--- config.mk ---
export PLATFORM = sky130hd
export DESIGN_NAME = sample_scaler
export DESIGN_NICKNAME = d
export VERILOG_FILES = /design/src/rtl/sample_scaler.sv
export SDC_FILE = /design/constraint.sdc
export NUM_CORES = 1
export LEC_CHECK = 0
export ABC_AREA = 1
export BUFFER_PORTS_ARGS = -buffer_cell sky130_fd_sc_hd__buf_2
export CAP_MARGIN = 15
export CORE_UTILIZATION = 35
export CTS_CLUSTER_SIZE = 20
export DETAILED_ROUTE_END_ITERATION = 10
export GPL_ROUTABILITY_DRIVEN = 1
export PLACE_DENSITY = 0.67
export RECOVER_POWER = 50
export SLEW_MARGIN = 15
export SYNTH_ARGS = -nofsm -noshare
export SYNTH_HDL_FRONTEND = slang
export SYNTH_SLANG_ARGS = --single-unit
--- constraint.sdc ---
create_clock -name clk -period 1.1 [get_ports clk]
set_clock_uncertainty 0.05 [all_clocks]
set_input_delay 0.22 -clock clk [delete_from_list [all_inputs] [get_ports clk]]
set_output_delay 0.22 -clock clk [all_outputs]
set_load 0.05 [all_outputs]
--- src/rtl/sample_scaler.sv ---
module sample_scaler #(
  parameter int IN_W     = 14,
  parameter int OUT_W    = 8,
  parameter bit ROUND_EN = 1'b1
) (
  input  logic             clk,
  input  logic             rst_n,
  input  logic             in_vld,
  input  logic [IN_W-1:0]  in_data,
  output logic             out_vld,
  output logic [OUT_W-1:0] out_data
);
  localparam int DROP = IN_W - OUT_W;

  logic [OUT_W-1:0] scaled;

  generate
    if (ROUND_EN) begin : g_round
      logic             sat;
      logic [OUT_W-1:0] sum;
      assign sat    = &in_data[IN_W-1:DROP-1];
      assign sum    = in_data[IN_W-1:DROP] + {{(OUT_W-1){1'b0}}, in_data[DROP-1]};
      assign scaled = sat ? {OUT_W{1'b1}} : sum;
    end else begin : g_trunc
      logic unused_low;
      assign unused_low = ^in_data[DROP-1:0];
      assign scaled     = in_data[IN_W-1:DROP];
    end
  endgenerate

  always_ff @(posedge clk or negedge rst_n) begin
    if (!rst_n) begin
      out_vld  <= 1'b0;
      out_data <= '0;
    end else begin
      out_vld <= in_vld;
      if (in_vld) out_data <= scaled;
    end
  end
endmodule

======== After elaboration in Yosys (flattened, before gate mapping) ========
Cells that the tools add are included.
word-level totals
  register bits ........................... 9
  bits of input ports ..................... 17
  output and inout port bits .............. 9
  word-level logic and storage cells ...... 5
cells by class
  add/sub/neg operators ................... 1
  multiplexer cells ....................... 1
  reductions and logical operators ........ 1
operators with widths
  cell               count
  $reduce_and A9 Y1  1
  $add A8 B1 Y8      1
  $mux W8            1

======== Depth between registers and ports, before layout ========
Gate-level depths: netlist (run 1).
  depth in word-level cells ............... 2
  depth in mapped cells ................... 9
  depth with buffers taken out ............ 9

======== Worst setup path after synthesis (run 1) ========
OpenSTA, ideal clock, no wires.
  path kind ............................... in2reg
  start ................................... input in_data[5]
  end ..................................... register out_data[4]
  library setup time ...................... 0.118 ns
  arrival time ............................ 1.009 ns
  required time ........................... 0.932 ns
  setup slack ............................. -0.076 ns
  stages on the path ...................... 7
  buffers on the path ..................... 0
  cell sequence ........................... ha_1 > ha_1 > nand3_1 > xor2_1 > nand2_1 > nand2_1 > nand2_1
between the ends
  cells in the longest elaborated chain, start to end .. 2
  elaborated cells between the ends (all ways) .. 3
  those cells by class .................... add/sub (1); mux (1); reduce/logical (1)
ends and longest elaborated chain
  item                                                RTL line  RTL
  from (decl)                                         9         input logic [IN_W-1:0] in_data,
  $add A8 B1 Y8 or $reduce_and A9 Y1 (tied branches)  22, 21
  $mux W8 *                                           23        assign scaled = sat ? {OUT_W{1'b1}} : sum;
  to (signal assigned)                                37        if (in_vld) out_data <= scaled;
  to (decl)                                           11        output logic [OUT_W-1:0] out_data
Mark *: on every way between the ends. The rest lies on a longest branch, timed or not.
A chain may end at the register's enable or synchronous reset.

======== Worst setup path in the final report (run 1) ========
  start ................................... register out_data[6]
  end ..................................... output out_data[6]
No word-level cell between the ends.

==> impl_results.md, run 1 <==
- Worst-path fanout max: 2
- Cell total after placement: 97
- TritonCTS clock tree: done
- Number of placement rows: 13
- Final GP Congestion: roughly 0.66
- Via count of the first global-routing pass: approximately 370
- Clock Tree Root: clkbuf_4
- Layout Cells excl Fill: 102
- Setup violators final: 0
- Slowest stage cell on the critical path: dfrtp_1
- Port bufs: 20
- Layout overhead on the synthesized area: 46.1%
- Fraction of synthesized cell area taken by the top area cell type: 44.9%
- Most used cells in the layout excluding fill and tap cells: nand2_1 (15), nor2_1 (12), buf_2 (10)
- Post-Syn Area per Cell: just over 8 um2
- Pin count of the biggest net entering global routing: 12
- Lkg Pwr: 0.355 nW
- Fmax: 0.927 GHz
- Worst Path Buf+Inv: 1
- Area of placed instances: ~650 um2
- Register area share after synthesis: about 45%
- Antenna violation net count after detailed routing: 0
- YS warnings: 0
- Synthesized netlist net count: 81
- Worst path arrival time: slightly above 800 ps
- Via/cell ratio: 4.54
- RSZ-0062 raised after global routing: no
- Die Outline Area: 1590 um2
- Initial antenna violation count: 0
- Post-synthesis register bit count: 9
- Post-layout minimum cycle time: ~1100 ps
- Number of DRC markers after the initial detailed-route iteration: 4
- Ratio of final minimum period to clock period: 98.1%
- Cell accounting for the most synthesized area: dfrtp_1
- Routed vias: approximately 460
- Status: complete, no violations
- Grt ovf: 0
- Number of post-CTS setup repair buffers: 0
- Capturing element type of the critical path: output port
- Min-delay worst type: input pin to flip-flop
- Number of search-and-repair iterations in the first detailed-routing pass: 2
- Y dimension of the die: between 30 and 40 um
- Kind of launch point of the worst setup path: flip-flop
- FILL cells: 139
- Routed Wire Length: 1.09 mm
- Most common cell after layout, fill and taps aside: nand2_1
- Total number of nets in the final design: 107
- Cells along the critical path: buf_6
- Hold violation total from the final report: 0
- Most area-consuming cells after synthesis: dfrtp_1 (45%), nand2_1 (11%), nor2_1 (9.0%)
- Design area: 733 um2
- Number of I/O pins: 26
- Biggest cell delay along the critical path: 390 ps
- Worst max-slew margin expressed relative to the limit: 68.3%
- Power density of the placed cells: 1300 nW/um2
- Share of cells above drive strength 1: approximately 34%
- Global-route wire length before repair: 1.51 mm
- Max-cap check violation count: 0
- Starting density of the core: 38.1%
- DP HPWL: roughly 820 um
- Crit path required time: just over 800 ps
- Maximum root-to-sink buffer count: 2
- Width of the die: roughly 40 um
- Total clock buffers created by CTS: 3
- Slew Viols, Final: 0
- Worst-Skew Late Latency: around 250 ps
- Per-cell routed wire length: 10.7 um
- Num Clock Sinks: 9
- Worst Path Class, Setup: flip-flop to output port
- Share of the core filled with cells in the final layout: 55.7%
- Post-synthesis cell count: 62
- Distinct cell type count after synthesis: 17
- Clock slew seen by the registers of the worst setup and hold paths: 60 ps
- Worst IR Drop VDD: 0.797 mV
- Transition time at the pin with the least slew margin: 475 ps
- Post-synthesis cell area: 502 um2
- Overall track demand over capacity in global routing: 14.8%
- Gate family responsible for the most delay along the worst path: flip-flops
- Core Region: between 1000 and 1500 um2
- Remaining routing DRC violations: 0
- Antenna diodes: 0
- Htree depth: 1
[layout make-up]
cell class	count	area, um2	share of cell area [%]
clock buffers	4	26.3	3.58
inverters	5	18.8	2.56
multi-input cells	47	275	37.5
flip-flops and latches	9	225	30.7
well taps	15	18.8	2.56
repair buffers	22	169	23.0
[report_power, final]
group          total [mW]  switching [mW]  leakage [nW]  internal, mW
Combinational       0.320           0.204         0.236         0.116
Sequential          0.387          0.0226         0.104         0.364
Clock               0.248           0.109        0.0150         0.139
Total               0.955           0.336         0.355         0.619
[cells by family (layout without fill, tap and decap cells)]
family | after synthesis | in the layout | share of synthesized area [%]
AND/OR/NAND/NOR | 36 | 36 | 33.4
flip-flops | 9 | 9 | 44.9
AO/OA/AOI/OAI | 6 | 6 | 6.23
buffers and inverters | 6 | 31 | 5.24
XOR/XNOR | 3 | 3 | 5.24
adder cells (fa/ha/maj) | 2 | 2 | 4.99
[routing by layer]
metal / global-route usage (%) / routed length [um] / vias up
met4: 10.3 / 0 / 0
met2: 23.8 / 508 / 14
li1: - / - / 245
met1: 17.9 / 524 / 204
met3: 1.70 / 60 / 0
met5: 0 / 0 / -
[registers in the layout, summed over array words and instances, names as in the netlist]
| register | flops |
|---|---|
| out_data | 8 |
| out_vld | 1 |
[Yosys cell counts]
library cell and count:
inv_1 4, nor2_4 1, xor2_1 1, nand3_1 5, xnor2_1 2, a31oi_1 1
nand2_2 1, a21oi_1 3, ha_1 2, inv_2 1, nor2_2 1, buf_4 1
dfrtp_1 9, nand2_1 15, o21ai_0 2, nor2_1 12, nand3_4 1
[worst paths after layout]
kind,start,to,slack (ps),depth (start not counted)
worst min-delay path,in_vld,out_vld,160,1
worst min register to register,out_data[7],out_data[7],470,2
worst max register to register,out_data[1],out_data[1],380,2
min in group asynchronous,rst_n,out_data[6],380,2
worst max-delay path,out_data[6],out_data[6],20,1
max in group asynchronous,rst_n,out_data[3],290,2
[what timing repair did]
item	CTS	global route
hold buffers	1	0
resized for setup	11	7
endpoints found under the setup margin	8	6
endpoints found under the hold margin	9	0
[stage by stage]
stage,setup WS [ps],power [mW],hold WS [ps],TNS [ps]
after floorplan,45.2,0.578,-126,0
after global placement,-142,0.660,27.4,-492
after detailed placement,-169,0.663,29.9,-613
after CTS,3.42,0.944,148,0
after global routing,2.73,0.995,158,0
final,21.4,0.955,159,0
(Power assumes the default switching activity.)
==> run 2, diff against run 1 <==
clock period = 1.08 ns   (was 1.1 ns; I/O delays follow)
==> impl_results.md, run 2 (synthesized netlist as in run 1, its figures left out) <==
- Status: complete, no violations
- Most common cell after layout, fill and taps aside: nand2_1
- Maximum root-to-sink buffer count: 2
- Most used cells in the layout excluding fill and tap cells: nand2_1 (15), nor2_1 (11), buf_2 (9), dfrtp_1 (9), buf_6 (9)
- Biggest cell delay along the critical path: 390 ps
- Cells along the critical path: buf_6
- Worst-path fanout max: 2
- Routed Wire Length: 1.02 mm
- Gate family responsible for the most delay along the worst path: flip-flops
- Via/cell ratio: 4.61
- Power density of the placed cells: 1300 nW/um2
- Worst hold start: in_vld
- Number of search-and-repair iterations in the first detailed-routing pass: 5
- Number of DRC markers after the initial detailed-route iteration: 7
- Final GP Congestion: 0.632
- Number of I/O pins: 26
- Worst IR Drop VDD: 0.773 mV
- Number of placement rows: 13
- Transition time at the pin with the least slew margin: 469 ps
- Setup violators final: 0
- Overall track demand over capacity in global routing: 15.3%
- Worst Path Buf+Inv: 1
- DP HPWL: 813 um
- Htree depth: 1
- Slew Viols, Final: 0
- Starting density of the core: 38.1%
- Cell total after placement: 98
- Routed vias: 475
- Number of post-CTS setup repair buffers: 0
- Crit path required time: ~810 ps
- Num Clock Sinks: 9
- Worst path arrival time: 800 ps
- Worst hold-check slack: 199 ps
- Max-cap check violation count: 0
- Area of placed instances: between 600 and 700 um2
- Share of the core filled with cells in the final layout: 56.6%
- Sum Neg Setup Slack: 0 ps
- Max reg flops: 8
- Core Region: 1320 um2
- Design area: 746 um2
- Post-layout minimum cycle time: 1070 ps
- Width of the die: roughly 40 um
- Startpoint of the worst setup timing path: out_data[6]
- Grt ovf: 0
- Remaining routing DRC violations: 0
- Min-delay worst type: input pin to flip-flop
- Initial antenna violation count: 0
- Lkg Pwr: 0.358 nW
- Total clock buffers created by CTS: 3
- Hold violation total from the final report: 0
- Clock slew seen by the registers of the worst setup and hold paths: ~60 ps
- Kind of launch point of the worst setup path: flip-flop
- Via count of the first global-routing pass: 417
- FILL cells: 137
- Layout Cells excl Fill: 103
- Pin count of the biggest net entering global routing: 10
- Ratio of final minimum period to clock period: 99.0%
- Die Outline Area: 1590 um2
- Antenna diodes: 0
- Capturing element type of the critical path: output port
- RSZ-0062 raised after global routing: yes
- Worst max-slew margin expressed relative to the limit: between 60 and 70%
- Total number of nets in the final design: 108
- Port bufs: 20
- Registers with the most flip-flops: out_data: 8 flops, out_vld: 1 flops
- Reg-to-reg startpoint: out_data[2]
- Antenna violation net count after detailed routing: 0
- Global-route wire length before repair: 1.60 mm
- Fmax: between 0.9 and 1 GHz
- Per-cell routed wire length: 9.90 um
- TritonCTS clock tree: done
- Clock Tree Root: clkbuf_4
- Slowest stage cell on the critical path: dfrtp_1
- Worst Path Class, Setup: flip-flop to output port
- Layout overhead on the synthesized area: 48.6%
- Y dimension of the die: about 40 um
- Worst-Skew Late Latency: 250 ps
- Largest register by flop count: out_data
- Share of cells above drive strength 1: between 30% and 40%
run 2: cell types whose count changed in the layout (fill, tap and decap cells not counted):
cell,before,now
buf_2,10,9
buf_6,8,9
clkbuf_1,2,3
nor2_1,12,11
nor2_2,1,2
run 2: per-layer routing:
metal	up-vias	global-route usage (%)	share of wire [%]
met1	212	19.1	48
met2	16	25.4	45
li1	247	-	-
met5	-	0	0
met4	0	7.76	0
met3	0	1.70	6.7
run 2: layout make-up:
class	count	area, um2	area share (%)
inverters	5	18.8	2.52
multi-input cells	47	278	37.2
well taps	15	18.8	2.52
flip-flops and latches	9	225	30.2
clock buffers	4	26.3	3.52
repair buffers	23	179	24.0
run 2: path summary, 6_finish.rpt:
kind                       slack [ps]  cells past startpoint          end
max reg2reg                       360                      2  out_data[2]
max                                10                      1  out_data[6]
min in group asynchronous         370                      2  out_data[4]
max in group asynchronous         290                      2  out_data[3]
min reg2reg                       470                      2  out_data[7]
min                               200                      1      out_vld
run 2: report_power, final:
part	switching, mW	internal [mW]	leakage (nW)
registers	0.0231	0.371	0.104
logic	0.207	0.121	0.239
clock network	0.105	0.142	0.0150
run 2: through the flow:
step           power, mW  setup slack [ps]
2_1_floorplan      0.589              29.2
6_report           0.969              11.0
3_3_place_gp       0.675              -158
4_1_cts            0.975              3.50
5_1_grt             1.02             -17.1
3_5_place_dp       0.677              -179
run 2: what timing repair did:
| item | in CTS | in global routing |
|---|---|---|
| endpoints found under the setup margin | 9 | 8 |
| hold buffers | 1 | 0 |
| hold endpoints to repair | 9 | 0 |
| gates resized for setup | 16 | 3 |
==> run 3, diff against run 2 <==
REMOVE_ABC_BUFFERS = 1   (was not set)
==> impl_results.md, run 3 (synthesized netlist as in run 1, its figures left out) <==
- Number of I/O pins: 26
- Worst max-slew margin expressed relative to the limit: 67.0%
- Min-delay worst type: input pin to flip-flop
- Slowest stage cell on the critical path: dfrtp_1
- Maximum root-to-sink buffer count: 2
- Worst hold start: in_data[12]
- Total number of nets in the final design: 112
- Num Clock Sinks: 9
- Port bufs: 20
- DP HPWL: 777 um
- Lkg Pwr: 0.377 nW
- Starting density of the core: around two fifths
- Worst hold-check slack: 243 ps
- Worst-path fanout max: 2
- Number of search-and-repair iterations in the first detailed-routing pass: 2
- Max reg flops: 8
- Setup violators final: 0
- Antenna diodes: 0
- Power density of the placed cells: around 1300 nW/um2
- Most common cell after layout, fill and taps aside: nand2_1
- Max-cap check violation count: 0
- Status: complete, no violations
- TritonCTS clock tree: done
- Area of placed instances: between 600 and 700 um2
- Die Outline Area: 1590 um2
- Share of the core filled with cells in the final layout: 57.5%
- Pin count of the biggest net entering global routing: 12
- Share of cells above drive strength 1: 39.1%
- Routed vias: 498
- Core Region: 1320 um2
- Total clock buffers created by CTS: 3
- Worst Path Buf+Inv: 1
- Design area: around 760 um2
- Cells along the critical path: buf_6
- Global-route wire length before repair: 1.59 mm
- Hold Crit Depth: 5
- Width of the die: 39.9 um
- Y dimension of the die: between 30 and 40 um
- Capturing element type of the critical path: output port
- Registers with the most flip-flops: out_data: 8 flops, out_vld: 1 flops
- Worst Path Class, Setup: flip-flop to output port
- Remaining routing DRC violations: 0
- Initial antenna violation count: 0
- Overall track demand over capacity in global routing: 15.4%
- Htree depth: 1
- Worst IR Drop VDD: 0.688 mV
- Number of DRC markers after the initial detailed-route iteration: 11
- Reg2reg end: out_data[0]
- Reg-to-reg startpoint: out_data[0]
- Layout overhead on the synthesized area: 51.1%
- Final GP Congestion: 0.760
- Gate family responsible for the most delay along the worst path: flip-flops
- Worst-Skew Late Latency: 250 ps
- Per-cell routed wire length: roughly 10 um
- Hold violation total from the final report: 0
- Slew Viols, Final: 0
- RSZ-0062 raised after global routing: yes
- Register-to-register path setup slack: 260 ps
- Post-layout minimum cycle time: around 1100 ps
- Grt ovf: 0
- Via count of the first global-routing pass: 394
- Antenna violation net count after detailed routing: 0
- Depth of the most critical reg-to-reg path: 3
- Kind of launch point of the worst setup path: flip-flop
- Worst-case hold path end point: out_data[6]
- Worst path arrival time: 810 ps
- Most used cells in the layout excluding fill and tap cells: nand2_1 (14), nor2_1 (10), buf_2 (9), dfrtp_1 (9), buf_6 (9)
- Via/cell ratio: 4.65
- Crit path required time: 810 ps
- Transition time at the pin with the least slew margin: 495 ps
- Routed Wire Length: 1.07 mm
- Layout Cells excl Fill: 107
- Number of placement rows: 13
- Largest register by flop count: out_data
- Clock slew seen by the registers of the worst setup and hold paths: 60 ps
- Fmax: 0.933 GHz
- Ratio of final minimum period to clock period: 99.2%
- Cell total after placement: 99
- Biggest cell delay along the critical path: approximately 390 ps
- Clock Tree Root: clkbuf_4
[run 3: cell count changes in the layout (fill, tap and decap cells not counted), sizes merged]
cell	before	now
buf	20	24
[run 3: worst max-delay path by stage]
stage	startpoint	end	slack [ps]	cells after the start
5_1_grt	out_data[7]	out_data[7]	-20	1
3_3_place_gp	in_data[5]	out_data[4]	-220	8
4_1_cts	out_data[4]	out_data[4]	-4	1
3_5_place_dp	in_data[5]	out_data[4]	-220	8
6_report	out_data[6]	out_data[6]	8	1
2_1_floorplan	in_data[5]	out_data[4]	-90	7
[run 3: cell type report]
class,instances,area [um2]
fillers,126,559
multi-input cells,47,260
flip-flops and latches,9,225
repair buffers,27,209
clock buffers,4,26.3
inverters,5,18.8
well taps,15,18.8
[run 3: stage by stage]
step                      TNS (ps)  worst slack (ps)  power [mW]
after detailed placement     -1330              -223       0.668
final                            0              8.29       0.981
after floorplan               -158             -92.2       0.577
after global routing          -161             -19.4        1.05
after CTS                    -3.55             -3.55       0.977
after global placement       -1270              -217       0.666
[run 3: routing by layer]
metal | part of all wire, % | vias up | track usage [%] | wire length, um
li1 | - | 258 | - | -
met2 | 53 | 12 | 23.8 | 571
met5 | 0 | - | 0 | 0
met1 | 42 | 226 | 19.3 | 447
met3 | 4.6 | 2 | 7.39 | 49
met4 | 0.56 | 0 | 2.59 | 6
[run 3: what timing repair did]
action | in CTS | in global routing
hold buffers | 1 | 0
gates resized for setup | 17 | 5
setup endpoints to repair | 9 | 13
setup buffers | 0 | 3
endpoints found under the hold margin | 9 | 0
gates cloned | 0 | 0
[run 3: where the power goes]
group	switching, mW	internal (mW)
clock network	0.106	0.142
registers	0.0234	0.371
logic	0.207	0.132
total	0.337	0.644
